==> src/rtl/lcd_scan_pkg.sv <==
package lcd_scan_pkg;
  typedef enum logic [1:0] {
    MODE_HBLANK = 2'd0,
    MODE_VBLANK = 2'd1,
    MODE_SEARCH = 2'd2,
    MODE_DRAW   = 2'd3
  } lcd_mode_e;

  localparam logic [2:0] A_CTRL = 3'd0;
  localparam logic [2:0] A_STAT = 3'd1;
  localparam logic [2:0] A_SCY  = 3'd2;
  localparam logic [2:0] A_LY   = 3'd3;
  localparam logic [2:0] A_LYC  = 3'd4;

  localparam logic [7:0] CTRL_RST = 8'h91;
endpackage

==> src/rtl/lcd_scan_counter.sv <==
module lcd_scan_counter
  import lcd_scan_pkg::*;
#(
  parameter int DOTS_PER_LINE   = 456,
  parameter int LINES_PER_FRAME = 154,
  parameter int VIS_LINES       = 144,
  parameter int DRAW_DOTS       = 166,
  parameter int HBLANK_LAST     = 372,
  parameter int LY_LEAD         = 4,
  localparam int DOT_W  = $clog2(DOTS_PER_LINE),
  localparam int LINE_W = $clog2(LINES_PER_FRAME)
) (
  input  logic              clk_i,
  input  logic              rst_ni,
  output logic              dot_o,
  output logic [DOT_W-1:0]  x_o,
  output logic [LINE_W-1:0] line_o,
  output logic [7:0]        ly_o,
  output lcd_mode_e         mode_o
);
  localparam logic [DOT_W-1:0]  X_LAST  = DOT_W'(DOTS_PER_LINE - 1);
  localparam logic [DOT_W-1:0]  X_LYPRE = DOT_W'(HBLANK_LAST + 1 - LY_LEAD - 1);
  localparam logic [DOT_W-1:0]  X_DRAW  = DOT_W'(DRAW_DOTS);
  localparam logic [DOT_W-1:0]  X_HBL   = DOT_W'(HBLANK_LAST);
  localparam logic [LINE_W-1:0] L_LAST  = LINE_W'(LINES_PER_FRAME - 1);
  localparam logic [LINE_W-1:0] L_VIS   = LINE_W'(VIS_LINES);

  logic              dot_q;
  logic [DOT_W-1:0]  x_q;
  logic [LINE_W-1:0] line_q, line_nxt;
  logic [7:0]        ly_q;

  assign line_nxt = (line_q == L_LAST) ? '0 : line_q + 1'b1;

  always_ff @(posedge clk_i or negedge rst_ni) begin
    if (!rst_ni) begin
      dot_q  <= 1'b0;
      x_q    <= '0;
      line_q <= '0;
      ly_q   <= '0;
    end else begin
      dot_q <= ~dot_q;
      if (dot_q) begin
        if (x_q == X_LAST) begin
          x_q    <= '0;
          line_q <= line_nxt;
        end else begin
          x_q <= x_q + 1'b1;
        end
        // visible line number leads the search phase
        if (x_q == X_LYPRE) ly_q <= 8'(line_nxt);
      end
    end
  end

  always_comb begin
    if (line_q >= L_VIS)      mode_o = MODE_VBLANK;
    else if (x_q < X_DRAW)    mode_o = MODE_DRAW;
    else if (x_q <= X_HBL)    mode_o = MODE_HBLANK;
    else                      mode_o = MODE_SEARCH;
  end

  assign dot_o  = dot_q;
  assign x_o    = x_q;
  assign line_o = line_q;
  assign ly_o   = ly_q;

  p_dot_toggle_r1: assert property (@(posedge clk_i) disable iff (!rst_ni)
    1'b1 |=> dot_q != $past(dot_q));
  p_dot_range_r2: assert property (@(posedge clk_i) disable iff (!rst_ni)
    x_q <= X_LAST);
  p_line_range_r2: assert property (@(posedge clk_i) disable iff (!rst_ni)
    line_q <= L_LAST);
  p_ly_step_r4: assert property (@(posedge clk_i) disable iff (!rst_ni)
    (dot_q && x_q == X_LYPRE) |=> ly_q != $past(ly_q));
endmodule

==> src/rtl/lcd_scan_regs.sv <==
module lcd_scan_regs
  import lcd_scan_pkg::*;
(
  input  logic       clk_i,
  input  logic       rst_ni,
  input  logic [2:0] addr_i,
  input  logic [7:0] wdata_i,
  input  logic       wr_i,
  input  logic       rd_i,
  input  lcd_mode_e  mode_i,
  input  logic [7:0] ly_i,
  output logic [7:0] scy_o,
  output logic [7:0] lyc_o,
  output logic [3:0] en_o,
  output logic       coinc_o,
  output logic [7:0] rdata_o
);
  logic [7:0] ctrl_q, scy_q, lyc_q;
  logic [3:0] en_q;

  always_ff @(posedge clk_i or negedge rst_ni) begin
    if (!rst_ni) begin
      ctrl_q <= CTRL_RST;
      scy_q  <= '0;
      lyc_q  <= '0;
      en_q   <= '0;
    end else if (wr_i) begin
      unique case (addr_i)
        A_CTRL:  ctrl_q <= wdata_i;
        A_STAT:  en_q   <= wdata_i[6:3];
        A_SCY:   scy_q  <= wdata_i;
        A_LYC:   lyc_q  <= wdata_i;
        default: ;
      endcase
    end
  end

  assign coinc_o = (ly_i == lyc_q);

  always_comb begin
    rdata_o = '0;
    if (rd_i) begin
      unique case (addr_i)
        A_CTRL:  rdata_o = ctrl_q;
        A_STAT:  rdata_o = {1'b0, en_q, coinc_o, mode_i};
        A_SCY:   rdata_o = scy_q;
        A_LY:    rdata_o = ly_i;
        A_LYC:   rdata_o = lyc_q;
        default: rdata_o = '0;
      endcase
    end
  end

  assign scy_o = scy_q;
  assign lyc_o = lyc_q;
  assign en_o  = en_q;

  p_ly_write_ignored_r10: assert property (@(posedge clk_i) disable iff (!rst_ni)
    (wr_i && addr_i == A_LY) |=> $stable(lyc_q) && $stable(scy_q) && $stable(en_q) && $stable(ctrl_q));
endmodule

==> src/rtl/lcd_scan_irq.sv <==
module lcd_scan_irq
  import lcd_scan_pkg::*;
(
  input  logic       clk_i,
  input  logic       rst_ni,
  input  lcd_mode_e  mode_i,
  input  logic       coinc_i,
  input  logic [3:0] en_i,
  output logic       stat_irq_o,
  output logic       vblank_irq_o
);
  // source order matches enable bits 3..6
  logic [3:0] cond, prev_q, rise;

  assign cond = {coinc_i, mode_i == MODE_SEARCH, mode_i == MODE_VBLANK, mode_i == MODE_HBLANK};

  // history primed with the reset-state conditions (line 0 equals compare 0)
  always_ff @(posedge clk_i or negedge rst_ni) begin
    if (!rst_ni) prev_q <= 4'b1000;
    else         prev_q <= cond;
  end

  assign rise         = cond & ~prev_q;
  assign stat_irq_o   = |(rise & en_i);
  assign vblank_irq_o = rise[1];

  p_vbl_single_r8: assert property (@(posedge clk_i) disable iff (!rst_ni)
    vblank_irq_o |=> !vblank_irq_o);
  p_irq_needs_en_r7: assert property (@(posedge clk_i) disable iff (!rst_ni)
    (en_i == 4'b0000) |-> !stat_irq_o);
endmodule

==> src/rtl/lcd_scan_pixel.sv <==
module lcd_scan_pixel #(
  parameter int DOTS_PER_LINE   = 456,
  parameter int LINES_PER_FRAME = 154,
  parameter int VIS_LINES       = 144,
  parameter int VIS_DOTS        = 160,
  localparam int DOT_W  = $clog2(DOTS_PER_LINE),
  localparam int LINE_W = $clog2(LINES_PER_FRAME)
) (
  input  logic [DOT_W-1:0]  x_i,
  input  logic [LINE_W-1:0] line_i,
  input  logic [7:0]        lyc_i,
  input  logic [7:0]        scy_i,
  output logic              line_sync_o,
  output logic              frame_sync_o,
  output logic [2:0]        red_o,
  output logic [2:0]        grn_o,
  output logic [1:0]        blu_o
);
  localparam logic [DOT_W-1:0]  X_LAST = DOT_W'(DOTS_PER_LINE - 1);
  localparam logic [DOT_W-1:0]  X_VIS  = DOT_W'(VIS_DOTS);
  localparam logic [LINE_W-1:0] L_LAST = LINE_W'(LINES_PER_FRAME - 1);
  localparam logic [LINE_W-1:0] L_VIS  = LINE_W'(VIS_LINES);

  logic active;

  assign line_sync_o  = (x_i == X_LAST);
  assign frame_sync_o = line_sync_o && (line_i == L_LAST);
  assign active       = (x_i < X_VIS) && (line_i < L_VIS);

  always_comb begin
    red_o = '0;
    grn_o = '0;
    blu_o = '0;
    if (active) begin
      red_o = (8'(line_i) == lyc_i) ? 3'b111 : 3'b000;
      grn_o = (8'(line_i) <  scy_i) ? 3'b111 : 3'b000;
      blu_o = 2'b11;
    end
  end
endmodule

==> src/rtl/lcd_scan_timer.sv <==
module lcd_scan_timer
  import lcd_scan_pkg::*;
#(
  parameter int DOTS_PER_LINE   = 456,
  parameter int LINES_PER_FRAME = 154,
  parameter int VIS_LINES       = 144,
  parameter int VIS_DOTS        = 160,
  parameter int DRAW_DOTS       = 166,
  parameter int HBLANK_LAST     = 372,
  parameter int LY_LEAD         = 4
) (
  input  logic       clk_i,
  input  logic       rst_ni,
  input  logic [2:0] addr_i,
  input  logic [7:0] wdata_i,
  input  logic       wr_i,
  input  logic       rd_i,
  output logic [7:0] rdata_o,
  output logic       dot_clk_o,
  output logic       line_sync_o,
  output logic       frame_sync_o,
  output logic [2:0] red_o,
  output logic [2:0] grn_o,
  output logic [1:0] blu_o,
  output logic       stat_irq_o,
  output logic       vblank_irq_o
);
  localparam int DOT_W  = $clog2(DOTS_PER_LINE);
  localparam int LINE_W = $clog2(LINES_PER_FRAME);

  logic [DOT_W-1:0]  x;
  logic [LINE_W-1:0] line;
  logic [7:0]        ly, scy, lyc;
  logic [3:0]        en;
  logic              coinc;
  lcd_mode_e         mode;

  lcd_scan_counter #(
    .DOTS_PER_LINE(DOTS_PER_LINE), .LINES_PER_FRAME(LINES_PER_FRAME),
    .VIS_LINES(VIS_LINES), .DRAW_DOTS(DRAW_DOTS),
    .HBLANK_LAST(HBLANK_LAST), .LY_LEAD(LY_LEAD)
  ) u_cnt (
    .clk_i, .rst_ni, .dot_o(dot_clk_o), .x_o(x), .line_o(line),
    .ly_o(ly), .mode_o(mode)
  );

  lcd_scan_regs u_regs (
    .clk_i, .rst_ni, .addr_i, .wdata_i, .wr_i, .rd_i,
    .mode_i(mode), .ly_i(ly), .scy_o(scy), .lyc_o(lyc), .en_o(en),
    .coinc_o(coinc), .rdata_o
  );

  lcd_scan_irq u_irq (
    .clk_i, .rst_ni, .mode_i(mode), .coinc_i(coinc), .en_i(en),
    .stat_irq_o, .vblank_irq_o
  );

  lcd_scan_pixel #(
    .DOTS_PER_LINE(DOTS_PER_LINE), .LINES_PER_FRAME(LINES_PER_FRAME),
    .VIS_LINES(VIS_LINES), .VIS_DOTS(VIS_DOTS)
  ) u_pix (
    .x_i(x), .line_i(line), .lyc_i(lyc), .scy_i(scy),
    .line_sync_o, .frame_sync_o, .red_o, .grn_o, .blu_o
  );

  p_frame_in_line_r5: assert property (@(posedge clk_i) disable iff (!rst_ni)
    frame_sync_o |-> line_sync_o);
  p_vbl_line_r8: assert property (@(posedge clk_i) disable iff (!rst_ni)
    vblank_irq_o |-> (line == LINE_W'(VIS_LINES)) && (x == '0));
  p_search_after_ly_r4: assert property (@(posedge clk_i) disable iff (!rst_ni)
    ($rose(mode == MODE_SEARCH)) |-> (ly != 8'(line)));
endmodule

==> config.mk <==
export PLATFORM = sky130hd
export DESIGN_NAME = lcd_scan_timer
export DESIGN_NICKNAME = d
export VERILOG_FILES = /design/src/rtl/lcd_scan_pkg.sv /design/src/rtl/lcd_scan_counter.sv /design/src/rtl/lcd_scan_regs.sv /design/src/rtl/lcd_scan_irq.sv /design/src/rtl/lcd_scan_pixel.sv /design/src/rtl/lcd_scan_timer.sv
export SDC_FILE = /design/constraint.sdc
export NUM_CORES = 1
export LEC_CHECK = 0
export BUFFER_PORTS_ARGS = -buffer_cell sky130_fd_sc_hd__buf_2
export CAP_MARGIN = 10
export CORE_MARGIN = 3
export CORE_UTILIZATION = 45
export CTS_CLUSTER_SIZE = 14
export DETAILED_ROUTE_END_ITERATION = 8
export PLACE_DENSITY = 0.7
export REMOVE_ABC_BUFFERS = 1
export SYNTH_ARGS = -nofsm -noshare
export SYNTH_HDL_FRONTEND = slang
export SYNTH_SLANG_ARGS = --single-unit
==> constraint.sdc <==
create_clock -name clk_i -period 5.4 [get_ports clk_i]
set_clock_uncertainty 0.1 [all_clocks]
set_input_delay 1.08 -clock clk_i [delete_from_list [all_inputs] [get_ports clk_i]]
set_output_delay 1.08 -clock clk_i [all_outputs]
set_load 0.1 [all_outputs]
==> qor.csv <==
metric,value,unit
outcome,completed,
hold_path_end,u_regs.ctrl_q[1],
drv_cap,0,
routed_via_density,5.55,
maxSlewHeadroom,42.7,%
period_needed,4.11,ns
ys_top_cells_by_area,"dfrtp_1 (40%), mux2_2 (9.2%), xnor2_1 (4.6%)",
final_common_cell,dfrtp_1,
grt_pass1_wl,13100,um
numCtsBuffers,9,
cts.sinks,58,
postCtsHoldBufs,0,
totalWireLength,7650,um
clock_path_buffers,2,
cellLeakagePower,0.00169,uW
die_h,93.1,um
firstDrtPassIters,4,
power,1180,uW
fillers,689,
row_count,31,
drt_first_iter_violations,123,
grt_max_degree,59,
tightest_slew,0.860,ns
synthToLayoutAreaGrowth,11.6,%
cts_setup_buffers,0,
reg2regPathDepth,4,
cts_tree,yes,
whs_path_depth,1,
yosysUniqueCellTypes,55,
cp.arrival,2.93,ns
final_cell_area,3810,um^2
irDropWorstVdd,0.0995,mV
layout-drive-gt1-share,24.7,%
track_usage,19.3,%
overflow,0,
core_region_area,7290,um^2
routabilityCongestion,0.895,
ioPinCount,36,
synth_flop_cell,dfrtp_1,
cp-start-kind,register,
cp.required,4.22,ns
io_buffer_count,35,
vias,2592,
endpoint_kind,output pin,
antenna_found_initial,0,
rr_endpoint,u_cnt.line_o[2],
synthArstFlopShare,100,%
p_per_area,310,nW/um^2
clk-insertion-delay-late,0.35,ns
synth.top_cell.area_share,39.6,%
synth_edf_count,0,
fmax,0.243,GHz
hp-class,reg2reg,
finalSetupViolCount,0,
critPathKind,reg2out,
syn-instance-count,339,
htreeDepth,3,
dieArea,8660,um^2
dp_hpwl,5620,um
r2r_setup_slack,3.41,ns
rsz0062_at_grt,false,
syn-cell-area,3410,um^2
ys_warn_count,0,
die_w,93.1,um
dpl_cell_area,3580,um^2
layout.area.seq,1460,um^2
yosysTopAreaCell,dfrtp_1,
wl_per_cell,16.4,um
grt_pass1_vias,2565,
max_stage_delay,0.69,ns
critPathSlowestCell,o31ai_1,
avgSynthCellArea,10.1,um^2
hold_viol_final,0,
synth-seq-cells,58,
most-common-layout-cells,"dfrtp_1 (54), buf_2 (35), mux2_2 (28)",
drc,0,
diodes,0,
final_net_count,390,
min-delay-start,u_regs.ctrl_q[1],
initial_core_util,46.8,%
path_max_fanout,7,
ant_nets,0,
timing.rr.start,u_cnt.line_o[5],
post-route-period-util,76.1,%
clkTransAtPathRegs,0.08,ns
seq_area_frac_synth,42.7,%
slew_violations,0,
multi_input_area,1740,um^2
crit_chain,o31ai_1 -> nand3_1 -> a211o_1 -> a31oi_1 -> buf_2,
cts_resized,0,
cts-root-buf,clkbuf_8,
-- cell type report --
class	instances	area share, %
clock buffers	9	3.25
clock inverters	7	2.66
inverters	21	2.07
multi-input cells	237	45.7
flip-flops and latches	58	38.3
well taps	99	3.25
repair buffers	36	4.80
-- metal layers --
metal  part of all wire, %  wire length [um]  GRT usage, %  up-vias
li1                      -                 -             -     1243
met1                    47              3590          26.7     1274
met2                    47              3560          30.2       62
met3                   4.7               361          3.30       13
met4                   1.7               133          7.45        0
met5                     0                 0             0        -
-- synthesized netlist by cell type, drive strengths merged, types with 6 or more instances --
cell and instances:
a22oi 11, nor3 8, nand2 27, xor2 11
xnor2 18, o31ai 7, inv 21, dfrtp 54
buf 18, nor2b 6, mux2 28, nor2 16
ha 12, o21ai 22, nand3 10
-- how the worst max path moves through the flow --
stage / start / end / slack [ns] / cells after the start
after floorplan: u_cnt.line_o[4] / red_o[0] / -2.84 / 3
after global placement: addr_i[1] / rdata_o[2] / 1.46 / 6
after detailed placement: addr_i[1] / rdata_o[2] / 1.41 / 6
after CTS: u_cnt.line_o[6] / grn_o[2] / 1.30 / 5
after global routing: u_cnt.line_o[6] / grn_o[0] / 1.08 / 5
final: u_cnt.line_o[6] / grn_o[2] / 1.29 / 5
-- logic make-up after synthesis --
| kind of cell | count (synthesis) | synth area share [%] |
|---|---|---|
| AO/OA/AOI/OAI | 68 | 13.4 |
| XOR/XNOR | 29 | 7.44 |
| adder cells (fa/ha/maj) | 12 | 4.40 |
| buffers and inverters | 44 | 6.31 |
| flip-flops | 58 | 42.7 |
| multiplexers | 30 | 9.83 |
| AND/OR/NAND/NOR | 98 | 15.9 |
-- metrics by stage --
step	hold slack, ns	setup TNS, ns	instances	utilization [%]	worst slack [ns]
after CTS	0.425	0	467	52.2	1.30
after floorplan	0.380	-13.05	316	-	-2.84
after detailed placement	0.410	0	451	49.1	1.41
final	0.439	0	467	52.2	1.29
after global placement	0.403	0	451	49.1	1.46
after global routing	0.445	0	467	52.2	1.08
-- critical path, delay by kind of cell (launching register included) --
kind	cells	cell delay (ns)
AOI/OAI and AO/OA	3	1.24
DFF	1	0.50
buffers and inverters	1	0.47
and+or+nand+nor	1	0.37
-- power by group --
part / internal, uW / leakage [uW] / switching, uW
Clock: 263 / 0.000106 / 194
Sequential: 484 / 0.000734 / 48.2
Combinational: 81.4 / 0.000850 / 109
-- registers in the layout, indices dropped and copies added, names as in the netlist --
name           cells
u_irq.prev_q       4
u_cnt.ly_o         8
u_cnt.x_o          9
u_cnt.line_o       8
u_regs.ctrl_q      8
u_cnt.dot_o        1
u_regs.scy_o       8
u_regs.en_o        4
u_regs.lyc_o       8
No activity file was read; power rests on OpenSTA's default activity.
